--- config.mk ---
export PLATFORM = sky130hd
export DESIGN_NAME = hs_spi_slave_frame
export DESIGN_NICKNAME = d
export VERILOG_FILES = /design/src/rtl/hsf_pkg.sv /design/src/rtl/hsf_sync.sv /design/src/rtl/hsf_datapath.sv /design/src/rtl/hsf_ctrl.sv /design/src/rtl/hs_spi_slave_frame.sv
export SDC_FILE = /design/constraint.sdc
export NUM_CORES = 1
export LEC_CHECK = 0
export BUFFER_PORTS_ARGS = -buffer_cell sky130_fd_sc_hd__buf_4
export CAP_MARGIN = 0
export CORE_MARGIN = 1.5
export CORE_UTILIZATION = 35
export CTS_CLUSTER_DIAMETER = 30
export CTS_CLUSTER_SIZE = 24
export DETAILED_ROUTE_END_ITERATION = 8
export PLACE_DENSITY = 0.55
export SETUP_SLACK_MARGIN = 0.02
export SYNTH_ARGS = -nofsm -noshare
export SYNTH_HDL_FRONTEND = slang
export SYNTH_SLANG_ARGS = --single-unit
--- constraint.sdc ---
create_clock -name clk -period 2.37 [get_ports clk]
set_input_delay 0 -clock clk [delete_from_list [all_inputs] [get_ports clk]]
set_output_delay 0 -clock clk [all_outputs]
set_load 0.005 [all_outputs]
--- src/rtl/hsf_pkg.sv ---
package hsf_pkg;
   localparam int HDR_BYTES = 4;

   typedef enum logic [2:0] {
      ST_IDLE,
      ST_PREP,
      ST_READY,
      ST_XFER,
      ST_GAP
   } hsf_state_e;
endpackage

--- src/rtl/hsf_sync.sv ---
module hsf_sync #(
   parameter int STAGES = 2,
   parameter int WIDTH  = 1
) (
   input  logic             clk,
   input  logic             rst_n,
   input  logic [WIDTH-1:0] async_i,
   output logic [WIDTH-1:0] sync_o
);
   logic [STAGES-1:0][WIDTH-1:0] chain;

   generate
      if (STAGES < 2) begin : g_bad_stages
         $error("hsf_sync: STAGES must be at least 2");
      end
   endgenerate

   always_ff @(posedge clk or negedge rst_n) begin
      if (!rst_n) chain <= '0;
      else        chain <= {chain[STAGES-2:0], async_i};
   end

   assign sync_o = chain[STAGES-1];
endmodule

--- src/rtl/hsf_datapath.sv ---
module hsf_datapath #(
   parameter  int FRAME_BYTES = 2048,
   localparam int FRAME_BITS  = FRAME_BYTES * 8,
   localparam int BITW        = $clog2(FRAME_BITS),
   localparam int TXAW        = $clog2(FRAME_BYTES + 1),
   localparam int RXAW        = $clog2(FRAME_BYTES)
) (
   input  logic            clk,
   input  logic            rst_n,
   input  logic            load_i,
   input  logic            abort_i,
   input  logic            rise_i,
   input  logic            fall_i,
   input  logic            mosi_i,
   input  logic [7:0]      tx_byte_i,
   output logic [TXAW-1:0] tx_addr_o,
   output logic            tx_take_o,
   output logic            miso_o,
   output logic [7:0]      rx_byte_o,
   output logic            rx_valid_o,
   output logic [RXAW-1:0] rx_addr_o,
   output logic            last_o
);
   logic [7:0]      tx_sr;
   logic [7:0]      rx_sr;
   logic [2:0]      tx_bit;
   logic [2:0]      rx_bit;
   logic [BITW-1:0] bit_cnt;
   logic [RXAW-1:0] rx_idx;
   logic            fetch_ok;
   logic            is_last;

   assign fetch_ok = tx_addr_o < TXAW'(FRAME_BYTES);
   assign is_last  = bit_cnt == BITW'(FRAME_BITS - 1);

   always_ff @(posedge clk or negedge rst_n) begin
      if (!rst_n) begin
         tx_sr      <= '0;
         rx_sr      <= '0;
         tx_bit     <= '0;
         rx_bit     <= '0;
         bit_cnt    <= '0;
         rx_idx     <= '0;
         tx_addr_o  <= '0;
         tx_take_o  <= 1'b0;
         miso_o     <= 1'b1;
         rx_byte_o  <= '0;
         rx_valid_o <= 1'b0;
         rx_addr_o  <= '0;
         last_o     <= 1'b0;
      end else begin
         tx_take_o  <= 1'b0;
         rx_valid_o <= 1'b0;
         last_o     <= 1'b0;
         if (load_i) begin
            tx_sr     <= tx_byte_i;
            tx_addr_o <= TXAW'(1);
            tx_take_o <= 1'b1;
            tx_bit    <= '0;
            rx_bit    <= '0;
            bit_cnt   <= '0;
            rx_idx    <= '0;
            miso_o    <= 1'b1;
         end else if (abort_i) begin
            tx_addr_o <= '0;
            miso_o    <= 1'b1;
         end else begin
            if (rise_i) begin
               miso_o <= tx_sr[7];
               tx_bit <= tx_bit + 3'd1;
               if (tx_bit == 3'd7) begin
                  if (fetch_ok) begin
                     tx_sr     <= tx_byte_i;
                     tx_take_o <= 1'b1;
                     tx_addr_o <= tx_addr_o + TXAW'(1);
                  end else begin
                     tx_sr <= 8'hFF;
                  end
               end else begin
                  tx_sr <= {tx_sr[6:0], 1'b1};
               end
            end
            if (fall_i) begin
               rx_sr   <= {rx_sr[6:0], mosi_i};
               rx_bit  <= rx_bit + 3'd1;
               bit_cnt <= bit_cnt + BITW'(1);
               if (rx_bit == 3'd7) begin
                  rx_byte_o  <= {rx_sr[6:0], mosi_i};
                  rx_valid_o <= 1'b1;
                  rx_addr_o  <= rx_idx;
                  rx_idx     <= rx_idx + RXAW'(1);
               end
               if (is_last) begin
                  last_o    <= 1'b1;
                  miso_o    <= 1'b1;
                  tx_addr_o <= '0;
               end
            end
         end
      end
   end


   last_byte_chk: assert property (@(posedge clk) disable iff (!rst_n)
      last_o |-> (rx_valid_o && rx_addr_o == RXAW'(FRAME_BYTES - 1)));
endmodule

--- src/rtl/hsf_ctrl.sv ---
module hsf_ctrl import hsf_pkg::*; #(
   parameter  int SRDY_LOW_CYCLES = 4,
   parameter  int TIMEOUT_CYCLES  = 1024,
   localparam int TOW             = $clog2(TIMEOUT_CYCLES + 1),
   localparam int GAPW            = $clog2(SRDY_LOW_CYCLES + 1)
) (
   input  logic clk,
   input  logic rst_n,
   input  logic mrdy_rise_i,
   input  logic tx_req_i,
   input  logic cont_i,
   input  logic sclk_rise_i,
   input  logic sclk_edge_i,
   input  logic last_i,
   output logic load_o,
   output logic abort_o,
   output logic xfer_en_o,
   output logic srdy_o,
   output logic done_o,
   output logic ok_o,
   output logic timeout_o
);
   hsf_state_e     state, state_d;
   logic [TOW-1:0]  to_cnt;
   logic [GAPW-1:0] gap_cnt;
   logic [GAPW-1:0] low_run;
   logic            seen;
   logic            aborted;
   logic            pend;
   logic            to_expire;
   logic            gap_done;

   assign to_expire = (to_cnt == TOW'(TIMEOUT_CYCLES - 1)) && !sclk_edge_i;
   assign gap_done  = gap_cnt == GAPW'(SRDY_LOW_CYCLES - 1);
   assign load_o    = state == ST_PREP;
   assign xfer_en_o = (state == ST_READY) || (state == ST_XFER);
   assign abort_o   = (state == ST_XFER) && !last_i && to_expire;

   always_comb begin
      state_d = state;
      case (state)
         ST_IDLE:  if (mrdy_rise_i || (tx_req_i && seen)) state_d = ST_PREP;
         ST_PREP:  state_d = ST_READY;
         ST_READY: if (sclk_rise_i) state_d = ST_XFER;
         ST_XFER:  if (last_i || to_expire) state_d = ST_GAP;
         ST_GAP:   if (gap_done)
                      state_d = (pend || mrdy_rise_i || (cont_i && !aborted)) ? ST_PREP : ST_IDLE;
         default:  state_d = ST_IDLE;
      endcase
   end

   always_ff @(posedge clk or negedge rst_n) begin
      if (!rst_n) begin
         state     <= ST_IDLE;
         srdy_o    <= 1'b0;
         done_o    <= 1'b0;
         ok_o      <= 1'b0;
         timeout_o <= 1'b0;
         to_cnt    <= '0;
         gap_cnt   <= '0;
         seen      <= 1'b0;
         aborted   <= 1'b0;
         pend      <= 1'b0;
      end else begin
         state     <= state_d;
         srdy_o    <= (state_d == ST_READY) || (state_d == ST_XFER);
         done_o    <= (state == ST_XFER) && (state_d == ST_GAP);
         ok_o      <= (state == ST_XFER) && last_i;
         timeout_o <= abort_o;
         to_cnt    <= (state != ST_XFER || sclk_edge_i) ? '0 : to_cnt + TOW'(1);
         gap_cnt   <= (state == ST_GAP) ? gap_cnt + GAPW'(1) : '0;
         if (state == ST_READY && sclk_rise_i) seen <= 1'b1;
         aborted   <= abort_o || (aborted && state == ST_GAP);
         pend      <= (state == ST_GAP) && (pend || mrdy_rise_i);
      end
   end

   // checker state: cycles slave-ready has been low, saturating
   always_ff @(posedge clk or negedge rst_n) begin
      if (!rst_n)                                 low_run <= GAPW'(SRDY_LOW_CYCLES);
      else if (srdy_o)                            low_run <= '0;
      else if (low_run != GAPW'(SRDY_LOW_CYCLES)) low_run <= low_run + GAPW'(1);
   end


   srdy_low_time_chk: assert property (@(posedge clk) disable iff (!rst_n)
      $rose(srdy_o) |-> low_run >= GAPW'(SRDY_LOW_CYCLES));

   srdy_drop_at_end_chk: assert property (@(posedge clk) disable iff (!rst_n)
      done_o |-> !srdy_o);

   timeout_pulse_chk: assert property (@(posedge clk) disable iff (!rst_n)
      timeout_o |=> !timeout_o);

   timeout_fail_chk: assert property (@(posedge clk) disable iff (!rst_n)
      timeout_o |-> (done_o && !ok_o));
endmodule

--- src/rtl/hs_spi_slave_frame.sv ---
module hs_spi_slave_frame import hsf_pkg::*; #(
   parameter  int PAYLOAD_BYTES   = 2044,
   parameter  int TIMEOUT_CYCLES  = 1024,
   parameter  int SRDY_LOW_CYCLES = 4,
   parameter  int SYNC_STAGES     = 2,
   localparam int FRAME_BYTES     = HDR_BYTES + PAYLOAD_BYTES,
   localparam int TXAW            = $clog2(FRAME_BYTES + 1),
   localparam int RXAW            = $clog2(FRAME_BYTES)
) (
   input  logic            clk,
   input  logic            rst_n,
   input  logic            spi_sclk_i,
   input  logic            spi_mosi_i,
   output logic            spi_miso_o,
   input  logic            mrdy_i,
   output logic            srdy_o,
   input  logic            tx_req_i,
   input  logic            cont_i,
   input  logic [7:0]      tx_byte_i,
   output logic [TXAW-1:0] tx_addr_o,
   output logic            tx_take_o,
   output logic [7:0]      rx_byte_o,
   output logic            rx_valid_o,
   output logic [RXAW-1:0] rx_addr_o,
   output logic            frame_done_o,
   output logic            frame_ok_o,
   output logic            timeout_o
);
   generate
      if (PAYLOAD_BYTES < 4 || (PAYLOAD_BYTES % 4) != 0) begin : g_bad_payload
         $error("hs_spi_slave_frame: PAYLOAD_BYTES must be a positive multiple of 4");
      end
      if (TIMEOUT_CYCLES < 8) begin : g_bad_timeout
         $error("hs_spi_slave_frame: TIMEOUT_CYCLES too small");
      end
      if (SRDY_LOW_CYCLES < 1) begin : g_bad_low
         $error("hs_spi_slave_frame: SRDY_LOW_CYCLES must be at least 1");
      end
   endgenerate

   logic [2:0] sync_q;
   logic       sclk_s, mosi_s, mrdy_s;
   logic       sclk_prev, mrdy_prev;
   logic       sclk_rise, sclk_fall, mrdy_rise;
   logic       load, abort, xfer_en, last;

   hsf_sync #(.STAGES(SYNC_STAGES), .WIDTH(3)) u_sync (
      .clk     (clk),
      .rst_n   (rst_n),
      .async_i ({spi_sclk_i, spi_mosi_i, mrdy_i}),
      .sync_o  (sync_q)
   );

   assign {sclk_s, mosi_s, mrdy_s} = sync_q;

   always_ff @(posedge clk or negedge rst_n) begin
      if (!rst_n) begin
         sclk_prev <= 1'b0;
         mrdy_prev <= 1'b0;
      end else begin
         sclk_prev <= sclk_s;
         mrdy_prev <= mrdy_s;
      end
   end

   assign sclk_rise = sclk_s && !sclk_prev;
   assign sclk_fall = !sclk_s && sclk_prev;
   assign mrdy_rise = mrdy_s && !mrdy_prev;

   hsf_ctrl #(
      .SRDY_LOW_CYCLES (SRDY_LOW_CYCLES),
      .TIMEOUT_CYCLES  (TIMEOUT_CYCLES)
   ) u_ctrl (
      .clk         (clk),
      .rst_n       (rst_n),
      .mrdy_rise_i (mrdy_rise),
      .tx_req_i    (tx_req_i),
      .cont_i      (cont_i),
      .sclk_rise_i (sclk_rise),
      .sclk_edge_i (sclk_rise || sclk_fall),
      .last_i      (last),
      .load_o      (load),
      .abort_o     (abort),
      .xfer_en_o   (xfer_en),
      .srdy_o      (srdy_o),
      .done_o      (frame_done_o),
      .ok_o        (frame_ok_o),
      .timeout_o   (timeout_o)
   );

   hsf_datapath #(.FRAME_BYTES(FRAME_BYTES)) u_dp (
      .clk        (clk),
      .rst_n      (rst_n),
      .load_i     (load),
      .abort_i    (abort),
      .rise_i     (sclk_rise && xfer_en),
      .fall_i     (sclk_fall && xfer_en),
      .mosi_i     (mosi_s),
      .tx_byte_i  (tx_byte_i),
      .tx_addr_o  (tx_addr_o),
      .tx_take_o  (tx_take_o),
      .miso_o     (spi_miso_o),
      .rx_byte_o  (rx_byte_o),
      .rx_valid_o (rx_valid_o),
      .rx_addr_o  (rx_addr_o),
      .last_o     (last)
   );


   miso_idle_high_chk: assert property (@(posedge clk) disable iff (!rst_n)
      !srdy_o |-> spi_miso_o);
endmodule

# Word level (Yosys, flattened, before mapping)
# Cells that the tools add are included.
# totals
ff_bits,113
in_bits,15
wordCells,141
# op_classes
add_sub_neg,7
order_cmp,1
eq_ne,14
muxes,51
bitwise,2
n_reduce_logical,39
# ops
op,count
two-way mux 12 bit,7
two-way mux 11 bit,5
two-way mux 14 bit,3
two-way mux 8 bit,5
two-way mux 3 bit,11
adder 11 x 1 -> 11 bit (second input constant),2
two-way mux 1 bit,19
== test 3 x 2 -> 1 bit (second input constant),5
logical AND 1 bit,15
one-hot mux 3 bit (5 select lines),1
adder 14 x 1 -> 14 bit (second input constant),1
== test 14 bit (second input constant),1
adder 12 x 1 -> 12 bit (second input constant),1
== test 3 bit (second input constant),4
< comparator 12 bit (second input constant),1
== test 11 x 10 -> 1 bit (second input constant),1
adder 3 x 1 -> 3 bit (second input constant),3
logical OR 1 bit,9
logical NOT 1 bit,6
AND reduction 3 bit,2
nonzero test 2 bit,3
AND reduction 2 bit,2
AND reduction 4 bit,1
== test 3 x 1 -> 1 bit (second input constant),1
4 further kinds,5

# Depth between registers and ports, before layout
# logic_depth
depth_word,10
ltp_mapped,9
mapped_depth_nobuf,8

# By module
# A second synthesis with hierarchy kept.
# hier_totals
hier_cells,438
area_unflattened_um2,4991.0
# modules_own_cells
module,instances,cells_each,area_each_um2,seq_area_each_um2
hsf_datapath,1,323,3632.2,2028.2
hsf_ctrl,1,96,1073.5,600.6
hsf_sync,1,9,172.7,150.1
hs_spi_slave_frame,1,10,112.6,50.0

# Least setup slack after synthesis
# OpenSTA, ideal clock, no wires.
# synth_timing
path_kind,register to register
startpoint,reg u_ctrl.to_cnt[0]
endpoint,reg u_dp.rx_addr_o[0]
arrival_ps,1687
required_time_ps,2245
slack_ps,558
path_stages_with_launch,8
n_path_buf,2
synth_period_minus_slack_ps,1812
cell_sequence,dfrtp_1 ha_1 nand3_1 nor4_2 buf_4 a21oi_4 buf_6 mux2_4
# synth_via
elab_chain_cells,5
# synth_rtl
element,line,text
"start, declared",hsf_ctrl.sv:24,logic [TOW-1:0] to_cnt;
"start signal, assigned",hsf_ctrl.sv:70,to_cnt <= (state != ST_XFER || sclk_edge_i) ? '0 : to_cnt + TOW'(1);
== test 11 x 10 -> 1 bit,hsf_ctrl.sv:33,assign to_expire = (to_cnt == TOW'(TIMEOUT_CYCLES - 1)) && !sclk_edge_i;
logical AND 1 bit,hsf_ctrl.sv:33,
logical AND 1 bit,hsf_ctrl.sv:37,assign abort_o = (state == ST_XFER) && !last_i && to_expire;
NOT 1 bit (no source line),n/a,
AND reduction 4 bit (no source line),n/a,
"end signal, assigned",hsf_datapath.sv:90,rx_addr_o <= rx_idx;
"end, declared",hsf_datapath.sv:21,"output logic [RXAW-1:0] rx_addr_o,"
# No other way between the ends.
# A chain may end at the register's enable or synchronous reset.

# Worst setup path in the final report
# layout_timing
startpoint,reg u_sync.chain (netlist bit u_sync.sync_o[2])
endpoint,reg u_dp.rx_addr_o[8]
# layout_via
elab_chain_cells,8
# layout_rtl
element,line,text
"start, declared",hsf_sync.sv:10,logic [STAGES-1:0][WIDTH-1:0] chain;
"start signal, assigned",hsf_sync.sv:20,"else chain <= {chain[STAGES-2:0], async_i};"
logical NOT 1 bit,hs_spi_slave_frame.sv:67,assign sclk_fall = !sclk_s && sclk_prev;
logical AND 1 bit,hs_spi_slave_frame.sv:67,
logical OR 1 bit,hs_spi_slave_frame.sv:80,".sclk_edge_i (sclk_rise || sclk_fall),"
logical NOT 1 bit,hsf_ctrl.sv:33,
logical AND 1 bit,hsf_ctrl.sv:33,
logical AND 1 bit,hsf_ctrl.sv:37,
NOT 1 bit (no source line),n/a,
AND reduction 4 bit (no source line) (*),n/a,
# Every way passes the cells marked *; elsewhere a longest branch is shown, timed or not.

==> impl_metrics.csv <==
group,metric,value,unit
outcome,status,"finished clean",
timing,setup_violations,0,
floorplan,core.rowCount,43,
final_layout,final_nets,559,
global_routing,grt_pass1_vias,3546,
synth,ys_seq_area_share,55.9,%
power_and_ir_drop,power.leakage,3.03,nW
floorplan,io_pins,53,
setup_path,r2r-end,"u_dp.rx_addr_o[8]$_DFFE_PN0P_",
setup_path,rrSetupSlack,0.21,ns
power_and_ir_drop,combinationalPowerShare,14.0,%
setup_path,arrival,2.46,ns
power_and_ir_drop,clockPowerShare,45.3,%
final_layout,n_antenna_cell,0,
cts,ctsRootBufferMaster,"clkbuf_16",
floorplan,initial_utilization,36.2,%
synth,ys.flop_type,"dfrtp_1",
route,drtPass1Iterations,6,
setup_path,rr_worst_depth,6,
timing,min_period,2.16,ns
synth,synth.cells.most_frequent,"112 x dfrtp_1, 51 x nor2_1, 50 x nand2_1",
placed_design,dp_hpwl,6880,um
timing,slew_headroom,60.5,%
power_and_ir_drop,p_int,4.57,mW
synth,synth-edff-count,0,
timing,hold_violations,0,
final_layout,synthToLayoutAreaGrowth,28.2,%
setup_path,worstPathCellList,"inv_1 > ha_1 > and3b_1 > nand2_1 > a21oi_4 > mux2_2",
timing,whs,0.0540,ns
timing,fin_worst_skew,0.00961,ns
route,postRouteAntennaNets,0,
global_routing,grt_overflow,0,
timing,fmax,463,MHz
cts,clockBufferDepth,2,
global_routing,grt_pass1_wl,17700,um
route,drcViolationCount,0,
placed_design,pre_cts_slack,0.0335,ns
setup_path,cp-startpoint,"u_sync.sync_o[2]$_DFF_PN0_",
min_path,hold_path_end,"u_ctrl.state[0]$_DFF_PN0_",
cts,insertion_delay,0.42,ns
setup_path,cp_slowest_cell,"a21oi_4",
route,drt_iter0_markers,203,
cts,htreeDepth,4,
cts,numCtsBuffers,17,
setup_path,startpoint_type,"flip-flop",
timing,setup_ws,0.208,ns
floorplan,die_h,123,um
synth,yosysWarnings,0,
timing,maxSlewViolCount,0,
setup_path,worstSetupPathType,"flip-flop to flip-flop",
cts,clk_pin_slew,0.05,ns
min_path,hold_path.class,"input port to flip-flop",
route,wire_per_inst,14.6,um
synth,synth.most_common_cell,"dfrtp_1",
min_path,min_from,"tx_req_i",
timing,rsz0062_at_grt,"false",
setup_path,cp-end-kind,"flip-flop",
placed_design,io_buffers,52,
synth,post_synth.cell_area_avg,11.2,um2
power_and_ir_drop,p_seq_share,40.7,%
synth,syn_inst,450,
final_layout,drive_gt1_share,25.3,%
synth,yosysTopAreaCell,"dfrtp_1",
floorplan,coreArea,14000,um2
route,drt-total-wl,10600,um
global_routing,antenna_found_initial,0,
power_and_ir_drop,total_power,6.11,mW
synth,yosys-top-cells-area,"dfrtp_1 55%, xnor2_1 4.7%, mux2_4 4.2%",
global_routing,grt_max_degree,48,
floorplan,dieWidth,123,um
power_and_ir_drop,ir_worst_vdd,0.407,mV
power_and_ir_drop,p_sw_share,25.3,%
synth,ys_ff_latch,113,
synth,syn_area,5060,um2
setup_path,worstPathMaxFanout,13,
synth,synth_top_area_share,55.4,%
run,drv_cap,0,
floorplan,dieArea,15200,um2
setup_path,r2r-start,"u_sync.sync_o[2]$_DFF_PN0_",
timing,setup_tns,0,ns
power_and_ir_drop,p_sw,1.55,mW
cts,cts_tree,"done",
global_routing,track_usage,15.4,%
min_path,whs_path_depth,5,
route,vias_per_cell,5.00,
setup_path,required,2.67,ns
setup_path,cp_slowest_stage_delay,0.52,ns
timing,tightestPinTransition,0.577,ns
synth,syn_nets,477,
cts,clock_sinks,113,
synth,synth_cell_types,49,
timing,period_share,91.2,%
route,vias,3626,
power_and_ir_drop,pwr_density_cell,942,nW/um2
synth,synthArstFlopShare,100,%
placed_design,place_congestion,0.737,
==> kinds of logic after synthesis <==
group	synth area share, %
buffers and inverters	2.60
xor gates and xnor gates	5.71
muxes	8.01
adders and majority gates	2.97
and+or+nand+nor	17.5
AOI/OAI and AO/OA	7.34
DFF	55.9
==> layout by cell type, fill, tap and decap left out, types with 6 or more instances in the layout <==
cell / synthesis / routed
xnor2_1: 27 / 27
o22ai_1: 15 / 15
nand4_1: 7 / 7
xor2_1: 6 / 6
nand2_1: 50 / 50
mux2i_1: 6 / 6
mux2_2: 12 / 12
a21oi_1: 13 / 13
inv_1: 10 / 10
a211oi_1: 9 / 9
clkbuf_16: 0 / 17
dlygate4sd3_1: 0 / 12
nor3_1: 6 / 6
ha_1: 12 / 12
dfrtp_1: 112 / 112
nor2_1: 51 / 51
mux2_4: 14 / 14
buf_4: 1 / 65
nand3_1: 22 / 22
o21ai_0: 8 / 8
==> per-stage QoR <==
step,utilization (%),instance area (um2),cells
after floorplan,-,5060,450
after global placement,40.8,5700,679
after detailed placement,40.8,5700,679
after CTS,46.3,6470,724
after global routing,46.4,6490,725
final,46.4,6490,725
==> worst max-delay path: cells and delay by family (launching register included) <==
| kind | cells | cell delay (ns) |
|---|---|---|
| compound gates | 1 | 0.52 |
| fa+ha+maj | 1 | 0.23 |
| buf+inv | 1 | 0.09 |
| flops | 1 | 0.40 |
| mux | 1 | 0.40 |
| simple gates | 2 | 0.41 |
==> worst max path at each step <==
stage               cells after the start                            end
finish                                  6  u_dp.rx_addr_o[8]$_DFFE_PN0P_
global route                            6  u_dp.rx_byte_o[7]$_DFFE_PN0P_
CTS                                     6  u_dp.rx_byte_o[1]$_DFFE_PN0P_
detailed placement                      6  u_dp.rx_addr_o[8]$_DFFE_PN0P_
global placement                        6  u_dp.rx_byte_o[7]$_DFFE_PN0P_
floorplan                               7  u_dp.rx_addr_o[0]$_DFFE_PN0P_
==> layer usage <==
layer | GRT usage [%] | part of all wire, %
met4 | 7.40 | 1.8
met3 | 3.97 | 3.9
met1 | 20.8 | 48
met5 | 0 | 0
met2 | 23.0 | 46
==> registers in the layout, indices dropped and copies added, names as in the netlist, 3 cells and up <==
register	cells
u_ctrl.gap_cnt	3
u_ctrl.state	3
u_ctrl.to_cnt	11
u_dp.bit_cnt	14
u_dp.rx_addr_o	11
u_dp.rx_bit	3
u_dp.rx_byte_o	8
u_dp.rx_idx	11
u_dp.rx_sr	7
u_dp.tx_addr_o	12
u_dp.tx_bit	3
u_dp.tx_sr	8
u_sync.chain	3
u_sync.sync_o	3
==> power groups by stage <==
stage / logic (mW) / registers [mW] / clock network (mW)
2_1_floorplan: 0.538 / 2.46 / 0
3_3_place_gp: 0.816 / 2.51 / 0
3_5_place_dp: 0.847 / 2.52 / 0
4_1_cts: 0.868 / 2.49 / 2.82
5_1_grt: 0.978 / 2.54 / 2.91
6_report: 0.854 / 2.49 / 2.77
==> area by class of cell <==
type | count | area, um2
clock inverter | 15 | 215
inverter | 10 | 37.5
clock buffer | 17 | 425
fill | 1269 | 7500
tap | 180 | 225
sequential | 113 | 2830
timing repair buffer | 78 | 628
multi-input combinational | 312 | 2130
==> timing repair <==
| action | 4_1_cts | 5_1_grt |
|---|---|---|
| pin swaps | 0 | 1 |
| endpoints found under the setup margin | 6 | 29 |
| gates cloned | 1 | 0 |
| setup buffers | 0 | 1 |
| endpoints found under the hold margin | 56 | 0 |
| hold buffers | 12 | 0 |
| resized for setup | 0 | 1 |
(Power assumes the default switching activity.)
